File: src/rtl/chain_loader_pkg.sv
package chain_loader_pkg;

  typedef enum logic [3:0] {
    S_IDLE,
    S_FETCH,
    S_CAPT,
    S_SETUP,
    S_HIGH,
    S_HOLD,
    S_GAP,
    S_LATCH,
    S_POST
  } phase_e;

  function automatic int unsigned imax(input int unsigned a, input int unsigned b);
    return (a > b) ? a : b;
  endfunction

endpackage

File: src/rtl/chain_phase_timer.sv
module chain_phase_timer #(
  parameter int CNT_W = 4
) (
  input  logic             clk,
  input  logic             rst,
  input  logic             load,
  input  logic [CNT_W-1:0] load_val,
  output logic             expired
);

  logic [CNT_W-1:0] cnt;

  always_ff @(posedge clk) begin
    if (rst)              cnt <= '0;
    else if (load)        cnt <= load_val;
    else if (cnt != '0)   cnt <= cnt - 1'b1;
  end

  assign expired = (cnt == '0);

  // a running count never wraps past zero
  a_r4_timer_no_wrap: assert property (@(posedge clk) disable iff (rst)
    (!load && expired) |=> expired);

endmodule

File: src/rtl/chain_bit_shifter.sv
module chain_bit_shifter #(
  parameter int WORD_W = 16
) (
  input  logic              clk,
  input  logic              rst,
  input  logic              load,
  input  logic [WORD_W-1:0] din,
  input  logic              shift,
  output logic              sout,
  output logic              last
);

  localparam int BW = (WORD_W > 1) ? $clog2(WORD_W) : 1;

  logic [WORD_W-1:0] shreg;
  logic [BW-1:0]     bitcnt;

  always_ff @(posedge clk) begin
    if (rst) begin
      shreg  <= '0;
      bitcnt <= '0;
    end else if (load) begin
      shreg  <= din;
      bitcnt <= '0;
    end else if (shift) begin
      shreg  <= {shreg[WORD_W-2:0], 1'b0};
      bitcnt <= bitcnt + 1'b1;
    end
  end

  assign sout = shreg[WORD_W-1];
  assign last = (bitcnt == BW'(WORD_W-1));

  // a word is never loaded and shifted in the same cycle
  a_r3_no_load_and_shift: assert property (@(posedge clk) disable iff (rst)
    !(load && shift));

  // no shift beyond the final bit of a word
  a_r3_no_shift_past_last: assert property (@(posedge clk) disable iff (rst)
    last |-> !shift);

endmodule

File: src/rtl/serial_chain_loader.sv
module serial_chain_loader
  import chain_loader_pkg::*;
#(
  parameter int N_DEV     = 3,
  parameter int WORD_W    = 16,
  parameter int SETUP_CYC = 2,
  parameter int HIGH_CYC  = 2,
  parameter int HOLD_CYC  = 1,
  parameter int GAP_CYC   = 2,
  parameter int LATCH_CYC = 3,
  parameter int POST_CYC  = 2,
  parameter int BLANK_MIN = 8,
  localparam int AW = (N_DEV > 1) ? $clog2(N_DEV) : 1
) (
  input  logic              clk,
  input  logic              rst,
  input  logic              start,
  input  logic              bypass_mode,
  output logic [AW-1:0]     word_addr,
  input  logic [WORD_W-1:0] word_data,
  output logic              ser_data,
  output logic              ser_clk,
  output logic              latch_en,
  output logic              blank,
  output logic              busy,
  output logic              done
);

  localparam int T_MAX = imax(imax(imax(SETUP_CYC, HIGH_CYC), imax(HOLD_CYC, GAP_CYC)),
                              imax(LATCH_CYC, POST_CYC));
  localparam int TW    = $clog2(T_MAX + 1);
  localparam int BCW   = $clog2(BLANK_MIN + 1);

  phase_e          state, nxt;
  logic            t_load, t_exp;
  logic [TW-1:0]   t_val;
  logic            sh_load, sh_shift, sh_last;
  logic            addr_init, addr_dec;
  logic            bypass_q;
  logic [BCW-1:0]  blank_cnt;
  logic            blank_ok;

  chain_phase_timer #(.CNT_W(TW)) u_timer (
    .clk(clk), .rst(rst), .load(t_load), .load_val(t_val), .expired(t_exp)
  );

  chain_bit_shifter #(.WORD_W(WORD_W)) u_shifter (
    .clk(clk), .rst(rst), .load(sh_load), .din(word_data),
    .shift(sh_shift), .sout(ser_data), .last(sh_last)
  );

  assign blank_ok = !bypass_q || (blank_cnt >= BCW'(BLANK_MIN - 1));

  always_comb begin
    nxt       = state;
    t_load    = 1'b0;
    t_val     = '0;
    sh_load   = 1'b0;
    sh_shift  = 1'b0;
    addr_init = 1'b0;
    addr_dec  = 1'b0;
    unique case (state)
      S_IDLE:  if (start) begin nxt = S_FETCH; addr_init = 1'b1; end
      S_FETCH: nxt = S_CAPT;
      S_CAPT: begin
        nxt = S_SETUP; sh_load = 1'b1; t_load = 1'b1; t_val = TW'(SETUP_CYC - 1);
      end
      S_SETUP: if (t_exp) begin
        nxt = S_HIGH; t_load = 1'b1; t_val = TW'(HIGH_CYC - 1);
      end
      S_HIGH: if (t_exp) begin
        nxt = S_HOLD; t_load = 1'b1; t_val = TW'(HOLD_CYC - 1);
      end
      S_HOLD: if (t_exp) begin
        if (!sh_last) begin
          nxt = S_SETUP; sh_shift = 1'b1; t_load = 1'b1; t_val = TW'(SETUP_CYC - 1);
        end else if (word_addr != '0) begin
          nxt = S_FETCH; addr_dec = 1'b1;
        end else begin
          nxt = S_GAP; t_load = 1'b1; t_val = TW'(GAP_CYC - 1);
        end
      end
      S_GAP: if (t_exp) begin
        nxt = S_LATCH; t_load = 1'b1; t_val = TW'(LATCH_CYC - 1);
      end
      S_LATCH: if (t_exp) begin
        nxt = S_POST; t_load = 1'b1; t_val = TW'(POST_CYC - 1);
      end
      S_POST: if (t_exp && blank_ok) nxt = S_IDLE;
      default: nxt = S_IDLE;
    endcase
  end

  always_ff @(posedge clk) begin
    if (rst) begin
      state     <= S_IDLE;
      word_addr <= '0;
      bypass_q  <= 1'b0;
      blank_cnt <= '0;
      ser_clk   <= 1'b0;
      latch_en  <= 1'b0;
      blank     <= 1'b0;
      busy      <= 1'b0;
      done      <= 1'b0;
    end else begin
      state    <= nxt;
      ser_clk  <= (nxt == S_HIGH);
      latch_en <= (nxt == S_LATCH);
      busy     <= (nxt != S_IDLE);
      done     <= (state == S_POST) && (nxt == S_IDLE);
      blank    <= (nxt != S_IDLE) && ((state == S_IDLE) ? bypass_mode : bypass_q);
      if (state == S_IDLE && start) bypass_q <= bypass_mode;
      if (addr_init)     word_addr <= AW'(N_DEV - 1);
      else if (addr_dec) word_addr <= word_addr - 1'b1;
      if (state == S_IDLE)                                  blank_cnt <= '0;
      else if (blank && blank_cnt < BCW'(BLANK_MIN))         blank_cnt <= blank_cnt + 1'b1;
    end
  end

  // data holds still while the shift clock is high and on its fall
  a_r4_data_stable_high: assert property (@(posedge clk) disable iff (rst)
    ser_clk |-> $stable(ser_data));
  a_r4_data_hold_at_fall: assert property (@(posedge clk) disable iff (rst)
    $fell(ser_clk) |-> $stable(ser_data));

  // latch-enable and shift clock never overlap
  a_r6_latch_clk_exclusive: assert property (@(posedge clk) disable iff (rst)
    !(ser_clk && latch_en));

  // done lasts one cycle and coincides with the end of busy
  a_r7_done_single: assert property (@(posedge clk) disable iff (rst)
    done |=> !done);
  a_r7_done_not_busy: assert property (@(posedge clk) disable iff (rst)
    done |-> !busy);

  // a start while busy leaves the address walk undisturbed
  a_r8_start_ignored: assert property (@(posedge clk) disable iff (rst)
    (busy && start && state != S_HOLD) |=> $stable(word_addr));

  // every shift clock pulse of a bypass frame sits inside blanking
  a_r9_blank_covers_clk: assert property (@(posedge clk) disable iff (rst)
    (ser_clk && bypass_q) |-> blank);

  // the shift clock is low whenever the block is idle
  a_r11_clk_idle_low: assert property (@(posedge clk) disable iff (rst)
    !busy |-> !ser_clk);

endmodule

File: config.mk
export PLATFORM = sky130hd
export DESIGN_NAME = serial_chain_loader
export DESIGN_NICKNAME = d
export VERILOG_FILES = /design/src/rtl/chain_loader_pkg.sv /design/src/rtl/chain_phase_timer.sv /design/src/rtl/chain_bit_shifter.sv /design/src/rtl/serial_chain_loader.sv
export SDC_FILE = /design/constraint.sdc
export NUM_CORES = 1
export LEC_CHECK = 0
export BUFFER_PORTS_ARGS = -buffer_cell sky130_fd_sc_hd__buf_2
export CORE_UTILIZATION = 30
export DETAILED_ROUTE_END_ITERATION = 7
export SYNTH_ARGS = -nofsm -noshare
export SYNTH_HDL_FRONTEND = slang
export SYNTH_HIERARCHICAL = 1
export SYNTH_SLANG_ARGS = --single-unit
File: constraint.sdc
create_clock -name clk -period 3 [get_ports clk]
set_clock_uncertainty 0.2 [all_clocks]
set_input_delay 0 -clock clk [delete_from_list [all_inputs] [get_ports clk]]
set_output_delay 0 -clock clk [all_outputs]
set_load 0.02 [all_outputs]
# Yosys cells after proc, flatten, opt, wreduce, memory -nomap -nowiden
# Cells that the tools add are included.
# Widths: inputs -> output; s select.
# totals
ff_bits	38
in_bits	20
word_cells	89
# classes
add_sub_neg	4
order_cmp	2
eq_ne	11
n_mux	38
n_reduce_logical	21
# op_table
op	n
$pmux 4 s9	1
$mux 16	2
$mux 4	7
$eq 4x3->1 const B	6
$mux 1	19
$mux 2	5
$reduce_bool 2->1	5
$add 4x1->4 const B	2
$eq 4x2->1 const B	2
$eq 4x4->1 const B	2
$logic_not 4->1	2
$pmux 2 s4	1
$reduce_or 2->1	4
$mux 3	2
$logic_and 1x1->1	5
$eq 4x1->1 const B	1
$ge 4x3->1 const B	1
$lt 4x4->1 const B	1
$reduce_bool 4->1	1
$reduce_or 4->1	1
$sub 2x1->2 const B	2
$pmux 1 s3	1
$logic_not 2->1	1
$logic_not 1->1	1
$logic_or 1x1->1	1

# Depth between registers and ports, before layout
# logic_depth
word_depth	7
ltp_mapped	10
depth_no_buf	8

# By module
# Netlist, hierarchy kept.
# by_module_without_submodules
mod	n_inst	cells_per_inst	area_each_um2
chain_bit_shifter	1	90	942.2
serial_chain_loader	1	102	864.6
chain_phase_timer	1	12	121.4

# Least setup slack after synthesis
# No wires, ideal clock.
# synth_timing
path_kind	register to register
start	reg u_timer.cnt[0]
end	reg u_shifter.bitcnt[3]
setup_time_ns	0.123
arrival_ns	1.719
required_time_ns	2.677
slack_ns	0.958
stages_incl_launch_ff	11
period_less_slack_ns	2.042
path_cell_list	dfxtp_1 -> inv_1 -> ha_1 -> buf_6 -> and2_4 -> buf_6 -> nand2_1 -> nor2_1 -> buf_6 -> nand4_2 -> mux2_1
# synth_via
elab_chain_len	3
# synth_lines
item	line_no	source
start: declaration	chain_phase_timer.sv:11	logic [CNT_W-1:0] cnt;
start signal: assignment	chain_phase_timer.sv:15	else if (load) cnt <= load_val;
start signal: assignment	chain_phase_timer.sv:16	else if (cnt != '0) cnt <= cnt - 1'b1;
$logic_not 2->1	chain_phase_timer.sv:19	assign expired = (cnt == '0);
named net t_exp	serial_chain_loader.sv:35	logic t_load, t_exp;
$mux 1	serial_chain_loader.sv:74	S_HOLD: if (t_exp) begin
$mux 1	serial_chain_loader.sv:62	unique case (state)
named net sh_shift	serial_chain_loader.sv:37	logic sh_load, sh_shift, sh_last;
end signal: assignment	chain_bit_shifter.sv:27	bitcnt <= bitcnt + 1'b1;
end: declaration	chain_bit_shifter.sv:16	logic [BW-1:0] bitcnt;
# The timed path passes the listed nets, and every way through them passes these cells.
# A chain may end at the register's enable or synchronous reset.

# Final worst setup path
# layout_timing
start	reg state[2]
end	reg u_shifter.shreg[9]
# layout_via
elab_chain_len	3
word_cells_on_any_way	6
classes_between	2 x eq/ne; 3 x mux; 1 x reduce/logical
# layout_lines
item	line_no	source
start: declaration	serial_chain_loader.sv:34	phase_e state, nxt;
start signal: assignment	serial_chain_loader.sv:106	state <= nxt;
$eq 4x3->1	serial_chain_loader.sv:62	
$mux 1	serial_chain_loader.sv:62	
named net sh_shift	serial_chain_loader.sv:37	
$reduce_bool 2->1 (no line)	n/a	
end signal: assignment	chain_bit_shifter.sv:23	shreg <= din;
end signal: assignment	chain_bit_shifter.sv:26	shreg <= {shreg[WORD_W-2:0], 1'b0};
end: declaration	chain_bit_shifter.sv:15	logic [WORD_W-1:0] shreg;
# The timed path passes the listed nets, and every way through them passes these cells.

==> results.toml <==
[clock_network]
clk_latency_ns = 0.29
clkSlewWorstSetupHoldPaths_ns = 0.07
cts_root_buf = "clkbuf_8"
cts_resized = 0
numCtsBuffers = 5
post_cts_buffers = 0
h-tree-depth = 2
hold_buffers = 18
tritoncts = "done"
cts_max_path_buffers = 2
cts.sinks = 38

[detailed_routing]
drt_iter0_markers = 41
drtAntennaViolNets = 0
drt-total-wl_mm = 4.03
wl_per_cell_um = 12.6
drc = 0
drtPass1Iterations = 4
viasPerCell = 4.71
via_count = 1506

[finish]
drive_gt1_share_pct = 20.0
area_growth_pct = 21.3
layout_common_cells = "dfxtp_1 (38), buf_2 (27), nor2b_1 (21), mux2i_1 (18), dlygate4sd3_1 (18)"
register_area_um2 = 761
multi_input_area_um2 = 1040
final_common_cell = "dfxtp_1"
fillers = 616
fin_util_pct = 38.6
final_nets = 269
n_antenna_cell = 0

[critical_path]
crit_path_start_kind = "register"
crit_path_end_kind = "register"
crit_type = "reg -> reg"
crit_required_ns = 2.95
crit_slowest_cell = "dfxtp_1"
critical_path_arrival_ns = 2.31
crit_buf_inv = 1
cp_top_family = "simple AND/OR/NAND/NOR gates"
crit_fanout = 12
max_stage_delay_ns = 0.59
cp_cell_sequence = "nor3b_1 -> nand2_1 -> nor2_2 -> buf_4 -> mux2i_1 -> a211oi_1"

[global_routing]
grtUsageMet1_pct = 17.3
grt_antenna_before_repair = 0
met3_usage_pct = 2.20
grtUsageMet2_pct = 19.8
first_global_vias = 1470
busiest_layer = "met2"
grt_overflow = 0
grt_max_degree = 35
gr-usage-all-layers_pct = 13.1
grt_pass1_wl_mm = 6.64

[yosys]
syn_nets = 228
ys_seq_area_share_pct = 39.5
synth_ff_type = "dfxtp_1"
ys_seq_elements = 38
yosysWarnings = 6
syn_area_um2 = 1930
async_reset_ff_share_pct = 0
synth-edff-count = 0
synth_cells = 204
avgSynthCellArea_um2 = 9.45
synth_cell_types = 44

[sta]
max_freq_mhz = 423
post-route-min-period_ns = 2.36
totalNegativeSetupSlack_ns = 0
hold_viol_final = 0
hold_slack_ns = 0.00388
setup_viol = 0
finalCritPeriodShare_pct = 78.8
tightest_slew_ns = 0.617
rsz0062_at_grt = "false"
relSlewSlack_pct = 58.9
finalMaxSlewViolations = 0

[die]
die_y_um = 82.2
ios = 28
core_um2 = 6060
std_cell_rows = 28
dieArea_um2 = 6750
initial_utilization_pct = 31.8
die_w_um = 82.2

[place]
hpwl_mm = 2.62
port_buffers = 27
gp_congestion = 0.775

[power_and_ir_drop]
cellPowerDensity_nw_per_um2 = 599
leakagePower_nw = 0.873
vdd_drop_max_mv = 0.286

[hold_path]
holdCritPathClass = "in -> reg"

[status]
status = "complete, no violations"

[flow_run]
maxCapViolCount = 0
==> registers in the layout, indices dropped and copies added, names as in the netlist <==
signal and cells:
ser_clk 1, blank_cnt 4, u_shifter/shreg 16, bypass_q 1
u_timer/cnt 2, busy 1, word_addr 2, u_shifter/bitcnt 4
blank 1, done 1, state 4, latch_en 1
==> kinds of logic (layout without fill, tap and decap cells) <==
| logic type | count (synthesis) | count (layout) | synth area share, % |
|---|---|---|---|
| mux | 19 | 19 | 9.93 |
| buf+inv | 21 | 62 | 6.68 |
| simple gates | 78 | 78 | 24.4 |
| xor+xnor | 5 | 5 | 2.27 |
| flops | 38 | 38 | 39.5 |
| fa+ha+maj | 4 | 4 | 2.60 |
| compound gates | 39 | 39 | 14.7 |
==> where the power goes <==
part	total, W	internal (W)	switching, W
registers	0.000631	0.000576	0.0000548
clock network	0.000335	0.000159	0.000176
logic	0.000436	0.000198	0.000237
total	0.00140	0.000933	0.000468
==> synthesized netlist by cell type, types with 2 or more instances <==
cell | number | share of area, %
dfxtp_1 | 38 | 39
nor2b_1 | 21 | 6.8
mux2i_1 | 18 | 9.3
a211oi_1 | 16 | 6.2
nor2_1 | 15 | 2.9
a21oi_1 | 9 | 2.3
nand2_1 | 9 | 1.8
buf_2 | 7 | 1.8
inv_1 | 7 | 1.4
buf_6 | 5 | 2.9
nand3b_1 | 5 | 1.9
ha_1 | 4 | 2.6
nand3_1 | 4 | 1.0
nor3b_1 | 4 | 1.6
o21ai_0 | 4 | 1.0
nor3_1 | 3 | 0.78
xnor2_1 | 3 | 1.4
a211oi_2 | 2 | 1.3
and3_1 | 2 | 0.65
nand4_1 | 2 | 0.65
or2_2 | 2 | 0.65
xor2_1 | 2 | 0.91
==> path summary, 6_finish.rpt <==
check / from / cells past startpoint / slack (ns) / end
worst max-delay path: state[2] / 6 / 0.64 / u_shifter/shreg[9]
worst min-delay path: rst / 2 / 0.004 / busy
worst max register to register: state[2] / 6 / 0.64 / u_shifter/shreg[9]
worst min register to register: blank_cnt[3] / 2 / 0.29 / blank_cnt[3]
==> area by class of cell <==
type	instances	share of cell area [%]
Clock buffer	6	3.10
Clock inverter	1	0.321
Inverter	7	1.12
Multi-Input combinational cell	145	44.5
Sequential cell	38	32.5
Tap cell	75	4.01
Timing Repair Buffer	48	14.4
==> per-stage QoR <==
step                std cells  cell area [um2]  setup slack, ns  power (W)
floorplan                 204             1930            0.958    0.00100
global placement          295             2080            0.701    0.00106
detailed placement        295             2080            0.660    0.00106
CTS                       320             2340            0.639    0.00142
global route              320             2340            0.451    0.00149
finish                    320             2340            0.636    0.00140
==> routing by layer <==
metal | routed length [um] | part of all wire (%)
met1 | 1970 | 49
met2 | 1900 | 47
met3 | 94 | 2.3
met4 | 67 | 1.7
met5 | 0 | 0
Power figures use the tool's default switching activity.
